## src/rtl/pbm_pkg.sv

```systemverilog
package pbm_pkg;
  localparam int BYTE_W = 8;
  localparam int HALF_W = 16;
  localparam int LANES  = 4;
  localparam int DATA_W = 64;
  localparam int OP_W   = 3;

  typedef enum logic [OP_W-1:0] {
    OP_FULL    = 3'd0,
    OP_SCAL_HI = 3'd1,
    OP_SCAL_LO = 3'd2,
    OP_BSEL_HI = 3'd3,
    OP_BSEL_LO = 3'd4,
    OP_WIDE_HI = 3'd5,
    OP_WIDE_LO = 3'd6,
    OP_NONE    = 3'd7
  } pbm_op_e;
endpackage

```

## src/rtl/pbm_lane.sv

```systemverilog
module pbm_lane #(
  parameter int A_W = 8,
  parameter int B_W = 16
) (
  input  logic [A_W-1:0] a,
  input  logic [B_W-1:0] b,
  output logic [B_W-1:0] r
);
  localparam int P_W = A_W + B_W;

  logic signed [P_W-1:0] prod;
  logic signed [P_W-1:0] biased;
  logic [A_W-1:0]        frac_unused;

  // unsigned x signed: zero-extend the byte, then multiply as signed
  always_comb begin
    prod   = $signed({1'b0, a}) * $signed(b);
    biased = prod + P_W'(1 << (A_W - 1));
    {r, frac_unused} = biased;
  end
endmodule

```

## src/rtl/pbm_opsel.sv

```systemverilog
module pbm_opsel
  import pbm_pkg::*;
#(
  parameter int A_W   = 8,
  parameter int B_W   = 16,
  parameter int NLANE = 4
) (
  input  logic [OP_W-1:0]             op,
  input  logic [NLANE*B_W-1:0]        src1,
  input  logic [NLANE*B_W-1:0]        src2,
  output logic [NLANE-1:0][A_W-1:0]   a_vec,
  output logic [NLANE-1:0][B_W-1:0]   b_vec
);
  localparam int NWIDE = NLANE / 2;

  for (genvar i = 0; i < NLANE; i++) begin : g_lane
    logic [A_W-1:0] byte_packed;
    logic [A_W-1:0] byte_hi;
    logic [A_W-1:0] byte_lo;
    logic [B_W-1:0] fac_lane;
    logic           wide_ok;

    assign byte_packed = src1[i*A_W +: A_W];
    assign byte_hi     = src1[i*B_W + A_W +: A_W];
    assign byte_lo     = src1[i*B_W +: A_W];
    assign fac_lane    = src2[i*B_W +: B_W];
    assign wide_ok     = (i < NWIDE);

    always_comb begin
      a_vec[i] = '0;
      b_vec[i] = '0;
      unique case (pbm_op_e'(op))
        OP_FULL:    begin a_vec[i] = byte_packed; b_vec[i] = fac_lane;          end
        OP_SCAL_HI: begin a_vec[i] = byte_packed; b_vec[i] = src2[2*B_W-1:B_W]; end
        OP_SCAL_LO: begin a_vec[i] = byte_packed; b_vec[i] = src2[B_W-1:0];     end
        OP_BSEL_HI: begin a_vec[i] = byte_hi;     b_vec[i] = fac_lane;          end
        OP_BSEL_LO: begin a_vec[i] = byte_lo;     b_vec[i] = fac_lane;          end
        OP_WIDE_HI: if (wide_ok) begin a_vec[i] = byte_hi; b_vec[i] = fac_lane; end
        OP_WIDE_LO: if (wide_ok) begin a_vec[i] = byte_lo; b_vec[i] = fac_lane; end
        default:    begin a_vec[i] = '0; b_vec[i] = '0; end
      endcase
    end
  end
endmodule

```

## src/rtl/pbm_pack.sv

```systemverilog
module pbm_pack
  import pbm_pkg::*;
#(
  parameter int A_W   = 8,
  parameter int B_W   = 16,
  parameter int NLANE = 4
) (
  input  logic [OP_W-1:0]           op,
  input  logic [NLANE-1:0][B_W-1:0] res,
  output logic [NLANE*B_W-1:0]      data
);
  localparam int NWIDE  = NLANE / 2;
  localparam int SLOT_W = 2 * B_W;
  localparam int OFS    = A_W - 1;

  logic [NLANE*B_W-1:0] flat;
  logic [NLANE*B_W-1:0] wide;

  assign flat = res;

  for (genvar i = 0; i < NWIDE; i++) begin : g_wide
    assign wide[i*SLOT_W +: SLOT_W] =
      {{(SLOT_W-B_W-OFS){1'b0}}, res[i], {OFS{1'b0}}};
  end

  always_comb begin
    unique case (pbm_op_e'(op))
      OP_FULL, OP_SCAL_HI, OP_SCAL_LO,
      OP_BSEL_HI, OP_BSEL_LO:   data = flat;
      OP_WIDE_HI, OP_WIDE_LO:   data = wide;
      default:                  data = '0;
    endcase
  end
endmodule

```

## src/rtl/pbm_mul.sv

```systemverilog
module pbm_mul
  import pbm_pkg::*;
(
  input  logic              clk,
  input  logic              rst_n,
  input  logic              in_valid,
  output logic              in_ready,
  input  logic [OP_W-1:0]   in_op,
  input  logic [DATA_W-1:0] in_src1,
  input  logic [DATA_W-1:0] in_src2,
  output logic              out_valid,
  input  logic              out_ready,
  output logic [DATA_W-1:0] out_data
);
  logic [LANES-1:0][BYTE_W-1:0] a_vec;
  logic [LANES-1:0][HALF_W-1:0] b_vec;
  logic [LANES-1:0][HALF_W-1:0] res;
  logic [DATA_W-1:0]            packed_d;
  logic                         accept;

  pbm_opsel #(.A_W(BYTE_W), .B_W(HALF_W), .NLANE(LANES)) u_opsel (
    .op    (in_op),
    .src1  (in_src1),
    .src2  (in_src2),
    .a_vec (a_vec),
    .b_vec (b_vec)
  );

  for (genvar i = 0; i < LANES; i++) begin : g_mul
    pbm_lane #(.A_W(BYTE_W), .B_W(HALF_W)) u_lane (
      .a (a_vec[i]),
      .b (b_vec[i]),
      .r (res[i])
    );
  end

  pbm_pack #(.A_W(BYTE_W), .B_W(HALF_W), .NLANE(LANES)) u_pack (
    .op   (in_op),
    .res  (res),
    .data (packed_d)
  );

  assign in_ready = !out_valid || out_ready;
  assign accept   = in_valid && in_ready;

  always_ff @(posedge clk) begin
    if (!rst_n) begin
      out_valid <= 1'b0;
      out_data  <= '0;
    end else begin
      if (in_ready) out_valid <= in_valid;
      if (accept)   out_data  <= packed_d;
    end
  end
endmodule

```

## config.mk

```make
export PLATFORM = sky130hd
export DESIGN_NAME = pbm_mul
export DESIGN_NICKNAME = d
export VERILOG_FILES = /design/src/rtl/pbm_pkg.sv /design/src/rtl/pbm_lane.sv /design/src/rtl/pbm_opsel.sv /design/src/rtl/pbm_pack.sv /design/src/rtl/pbm_mul.sv
export SDC_FILE = /design/constraint.sdc
export NUM_CORES = 2
export LEC_CHECK = 0
export ABC_AREA = 1
export ABC_CLOCK_PERIOD_IN_PS = 6000
export BUFFER_PORTS_ARGS = -buffer_cell sky130_fd_sc_hd__buf_4
export CORE_MARGIN = 2
export CORE_UTILIZATION = 30
export DETAILED_ROUTE_END_ITERATION = 12
export PLACE_DENSITY_LB_ADDON = 0.25
export SKIP_LAST_GASP = 1
export SLEW_MARGIN = 20
export SYNTH_ARGS = -nofsm -noshare
export SYNTH_HDL_FRONTEND = slang
export SYNTH_SLANG_ARGS = --single-unit
```

## constraint.sdc

```tcl
create_clock -name clk -period 6 [get_ports clk]
set_clock_uncertainty 0.1 [all_clocks]
set_input_delay 0 -clock clk [delete_from_list [all_inputs] [get_ports clk]]
set_output_delay 0 -clock clk [all_outputs]
set_load 0.05 [all_outputs]
```

# --- After elaboration in Yosys (flattened, before gate mapping) ---
# Index checks and enable logic that the tools add are counted.
classes:
  mux: 9
  addsub: 4
  n_mul: 4
  eq_ne: 6
  reduce_logical: 13
op_table:
  columns: ["op", "n"]
  rows:
  - ["$pmux 64 s2", 1]
  - ["$add 24x9->24 const B", 4]
  - ["$mul 9x16->24", 4]
  - ["$pmux 16 s3", 2]
  - ["$pmux 8 s3", 3]
  - ["$pmux 16 s2", 2]
  - ["$pmux 8 s2", 1]
  - ["$reduce_or 6->1", 2]
  - ["$reduce_or 5->1", 2]
  - ["$eq 3x3->1 const B", 3]
  - ["$eq 3x2->1 const B", 2]
  - ["$reduce_or 2->1", 3]
  - ["$reduce_or 3->1", 2]
  - ["$eq 3x1->1 const B", 1]
  - ["$logic_not 3->1", 1]
  - ["$logic_and 1x1->1", 1]
  - ["$logic_not 1->1", 1]
  - ["$logic_or 1x1->1", 1]
totals:
  elab_cells: 38
  in_bits: 135
  out_inout_bits: 66
  ff_bits: 65

# --- Logic depth before layout (Yosys ltp) ---
depth:
  word_depth: 6
  ltp_mapped: 34
  depth_no_buf: 32

# --- Hierarchy ---
# From an unflattened synthesis, not the netlist that was laid out.
hier_totals:
  hier_cells: 3462
  hier_area_um2: 24397.1
modules_own_cells:
  columns: ["module", "area_per_inst_um2", "n_inst", "seq_area_each_um2", "cells_each"]
  rows:
  - ["pbm_lane (g_mul[1].u_lane)", 4782.1, 1, 0.0, 637]
  - ["pbm_lane (g_mul[3].u_lane)", 4759.6, 1, 0.0, 640]
  - ["pbm_lane (g_mul[2].u_lane)", 4735.8, 1, 0.0, 630]
  - ["pbm_lane (g_mul[0].u_lane)", 4712.0, 1, 0.0, 626]
  - ["pbm_mul", 2930.3, 1, 1301.2, 424]
  - ["pbm_opsel", 1606.5, 1, 0.0, 323]
  - ["pbm_pack", 870.8, 1, 0.0, 182]

# --- Worst setup path before layout ---
# Ideal clock, no wire load.
synth_timing:
  path_type: "input to register"
  start: "input in_op[2]"
  end: "register out_data[63]"
  setup_time_ns: 0.132
  setup_slack_ns: 0.625
  n_path_buf: 3
  path_stages: 31
  required_time_ns: 5.768
  t_arrival_ns: 5.143
  path_cell_list: "buf_6 > inv_2 > nand2_4 > inv_1 > clkbuf_1 > a21oi_1 > inv_1 > clkbuf_1 > nand2_1 > fa_1 > inv_1 > fa_1 > inv_1 > fa_1 > inv_1 > fa_1 > inv_1 > fa_1 > inv_1 > ha_1 > nand2_1 > nor4_1 > nand2_1 > nand2_1 > nand2_1 > nand2_1 > nand2_1 > nand2_1 > nand2_1 > nand3_1 > a21oi_1"
synth_via:
  elab_chain_cells: 6
  word_cells_on_any_way: 16
  classes_between: "add/sub (1); mul (1); eq/ne (6); mux (3); reduce/logical (5)"
synth_rtl:
  columns: ["item", "line_no", "rtl"]
  rows:
  - ["from (decl)", "pbm_mul.sv:8", "input logic [OP_W-1:0] in_op,"]
  - ["$eq 3x1->1 (tied with other cells)", "pbm_opsel.sv:32, pbm_pack.sv:27", null]
  - ["$reduce_or 3->1 (no source line)", null, null]
  - ["$pmux 8 s3 or $pmux 16 s3 (tied branches)", "pbm_opsel.sv:32", "unique case (pbm_op_e'(op))"]
  - ["$mul 9x16->24", "pbm_lane.sv:17", "prod = $signed({1'b0, a}) * $signed(b);"]
  - ["$add 24x9->24", "pbm_lane.sv:18", "biased = prod + P_W'(1 << (A_W - 1));"]
  - ["$pmux 64 s2 *", "pbm_pack.sv:27", "unique case (pbm_op_e'(op))"]
  - ["to (signal assigned)", "pbm_mul.sv:52", "if (accept) out_data <= packed_d;"]
  - ["to (decl)", "pbm_mul.sv:13", "output logic [DATA_W-1:0] out_data"]
# Mark *: on every way between the ends. The rest lies on a longest branch, timed or not.
# A chain may end at the register's enable or synchronous reset.

# --- Worst setup path after layout ---
layout_timing:
  start: "input in_op[1]"
  end: "register out_data[46]"
layout_via:
  elab_chain_cells: 6
  word_cells_on_any_way: 23
  classes_between: "add/sub (2); mul (2); eq/ne (6); mux (5); reduce/logical (8)"
layout_rtl:
  columns: ["item", "line_no"]
  rows:
  - ["$eq 3x1->1 (tied with other cells)", "pbm_opsel.sv:32, pbm_pack.sv:27"]
  - ["$reduce_or 6->1 (no source line) (tied with other cells)", null]
  - ["$pmux 16 s2 (tied with other cells)", "pbm_opsel.sv:32"]
  - ["$mul 9x16->24", "pbm_lane.sv:17"]
  - ["$add 24x9->24", "pbm_lane.sv:18"]
  - ["$pmux 64 s2 *", "pbm_pack.sv:27"]
# Marked as above.

==> run metrics <==
design area=between 20000 and 30000 µm²; status=finished clean; Crit. End Element=flip-flop; fin nets=4129; post-synth top area share=between 30% and 40%; chip width=277 µm; final wirelength=a little under 80 mm; fmax=between 150 and 200 MHz; R2R cell count=8; clock share of power=around 5.5%; Comb power frac=between 80 and 90%; # DRC=0; Setup CP Type=input port to flip-flop; # clock sinks=65; Reg2Reg Setup Slack=roughly 3.3 ns; Mapped Area=22400 µm²; Layout area overhead=17.2%; drt first pass iters=5; Switching Power=6.11 mW; most common cell in the synthesized netlist=nand2_1; grt total ovfl=0; Sw Share=approximately 60%; cell row count=100; sequential-to-total area share from yosys stat=5.81%; area of the core=roughly 74000 µm²; PD cells=roughly 390 nW/µm²; Worst Hold End=out_data[62]; IO Count=approximately 200; final antenna-violating net count=0; worst r2r dst=out_data[16]; Sequential Power Share=6.9%; Synth area leader=fa_1; leakage power=~15 nW; largest net degree at the start of global routing=between 60 and 70; all-layer global routing usage=about a fifth; min-delay src=in_op[1]; fin crit period=5.48 ns; max-slew violation count=0; Post-synth EDFFs=0; port bufs=200; max-cap viol count=0; clk_lat worst skew=approximately 0.35 ns; Post-Syn Area per Cell=between 7 and 8 µm²; worst vdd ir=around 240 µV; CTS tree=done; synth cell count leaders=nand2_1 (820), inv_1 (709), fa_1 (400); FF+latch count, synth=between 60 and 70; Arr. time, crit path=approximately 5.7 ns; vias in the first global route=approximately 20000; H-tree depth=3; Post-Syn Nets=about 3900; reg-to-reg startpoint=out_valid; Setup TNS Final=0 ns; ys async rst share=0%; Max clock buf depth=2; Synth Warn #=0; crit share post-route=about nine tenths; hold crit path type=input port to flip-flop; crit path max fanout=11; Cell variety after synth=43; worst hold stages=6; first-pass GRT wire length=around 120 mm; share of cells above drive strength 1=a little under an eighth; DP Area=around 26000 µm²; Die H=between 200 and 300 µm; CTS root buffer=clkbuf_16; Antenna diodes=0; Placer Congestion=between 0.9 and 1; Synth area leaders=fa_1 (36%), nand2_1 (14%), ha_1 (13%), inv_1 (12%), dfxtp_1 (5.8%); DR iter-0 viols=1415; WL/cell=17.8 µm; initial core utilization=a little under a third; dpl hpwl=between 60 and 70 mm; CTS buffer count=9; RSZ-0062 raised after global routing=false; Fin. Hold Viols=0; slew margin rel.=between 40 and 50%; vias=about 20000; die area=between 70000 and 80000 µm²; antenna violations before repair=2; Worst Path Required=slightly above 6 ns; number of vias per cell=approximately 4.7; Int Power=between 4 and 5 mW; CP Launch Type=input port; clk slew on worst S/H paths=roughly 0.06 ns; # fillers=8063; Cells after Synth=between 3000 and 4000; # setup viols final=0; ys flop type=dfxtp_1; Least-Margin Pin Slew=0.832 ns
==> placed cells by master (no fill, tap or decap), types with 4 or more instances in the layout <==
cell type  Yosys  final
o21ai_1        8      8
nor2_2         6      7
nand3b_1      23     23
o21bai_1       4      4
nand4_1        7      7
nor3_1        14     14
ha_1         232    232
xor2_1        13     13
inv_1        709    708
a31oi_1       12     12
nor2_4         3      4
xnor2_1       23     23
buf_4          0    324
nand2_4        8      8
nand2_2       17     18
o21ai_0       44     44
and2_1         5      5
nand2_1      820    819
buf_12         0      7
a22o_1         5      5
clkbuf_16      0      9
fa_1         400    400
nand3_1      122    122
a21o_1         6      6
dfxtp_1       65     65
nor2_1       239    237
o21a_1        14     14
nor4_1        14     14
o211ai_1       5      5
a21oi_1      179    177
==> metal layers <==
layer / track usage [%] / vias up / part of all wire [%]
li1: - / 9837 / -
met1: 29.8 / 9876 / 47
met2: 30.5 / 606 / 42
met3: 3.15 / 81 / 6.8
met4: 7.18 / 2 / 4.2
met5: 0 / - / 0.017
==> state kept, by name, summed over array words and instances, names as in the netlist <==
name       count
out_data      64
out_valid      1
==> per-stage QoR <==
step | utilization (%) | power (mW) | hold slack (ns) | instances | setup WS [ns]
global placement | 34.8 | 9.61 | 0.233 | 4307 | 0.109
floorplan | - | 6.76 | 0.199 | 3085 | 0.625
CTS | 35.2 | 10.2 | 0.275 | 4324 | 0.457
detailed placement | 34.8 | 9.59 | 0.237 | 4307 | 0.104
finish | 35.4 | 10.3 | 0.290 | 4335 | 0.516
global route | 35.4 | 11.5 | 0.315 | 4335 | 0.0364
==> final cells by class <==
cell class	count	area [µm²]	area share [%]
Timing Repair Buffer	333	2590	9.88
Clock inverter	6	68.8	0.262
Inverter	712	2680	10.2
Multi-Input combinational cell	2241	18200	69.2
Clock buffer	9	225	0.858
Sequential cell	65	1300	4.96
Tap cell	969	1210	4.62
==> worst max-delay path, stage by stage <==
cell and delay (ns):
buf_4 0.14, inv_1 0.08, nand2_2 0.09, nor2_4 0.28, nand2_1 0.11, nand2_1 0.30
a21oi_2 0.10, inv_1 0.15, nand2_1 0.17, fa_1 0.63, inv_1 0.13, fa_1 0.57
inv_1 0.09, fa_1 0.46, fa_1 0.49, inv_1 0.04, ha_1 0.27, ha_1 0.33
inv_1 0.10, nor3_1 0.26, a21oi_1 0.10, o21ai_0 0.15, a21oi_1 0.10, nand3_1 0.10
nand2_1 0.05, nor2_1 0.14, a21oi_1 0.06, a21oi_1 0.15
==> power groups by stage <==
stage	sequential, mW	clock [mW]	combinational, mW
after CTS	0.702	0.571	8.97
after detailed placement	0.708	0	8.89
after floorplan	1.15	0	5.62
final	0.707	0.561	8.99
after global placement	0.710	0	8.90
after global routing	0.722	0.588	10.2
==> cell families (layout without fill, tap and decap cells) <==
kind of cell	after synthesis	count (layout)	share of synthesized area, %
buf+inv	779	1060	13.1
simple gates	1285	1285	23.7
flops	65	65	5.81
fa+ha+maj	632	632	48.7
xor+xnor	36	36	1.41
compound gates	288	288	7.16
==> repair_timing <==
action                                  CTS  global route
endpoints found under the setup margin    0             1
setup buffers                             0            11
endpoints found under the hold margin     8             0
gates resized for setup                   0             4
hold buffers                              2             0
==> worst max-delay path by stage <==
stage	from	endpoint	slack (ns)
CTS	in_op[0]	out_data[46]	0.46
global placement	in_op[0]	out_data[46]	0.11
floorplan	in_op[2]	out_data[63]	0.62
global route	in_op[1]	out_data[46]	0.04
detailed placement	in_op[0]	out_data[46]	0.10
finish	in_op[1]	out_data[46]	0.52
Power figures use the tool's default switching activity.
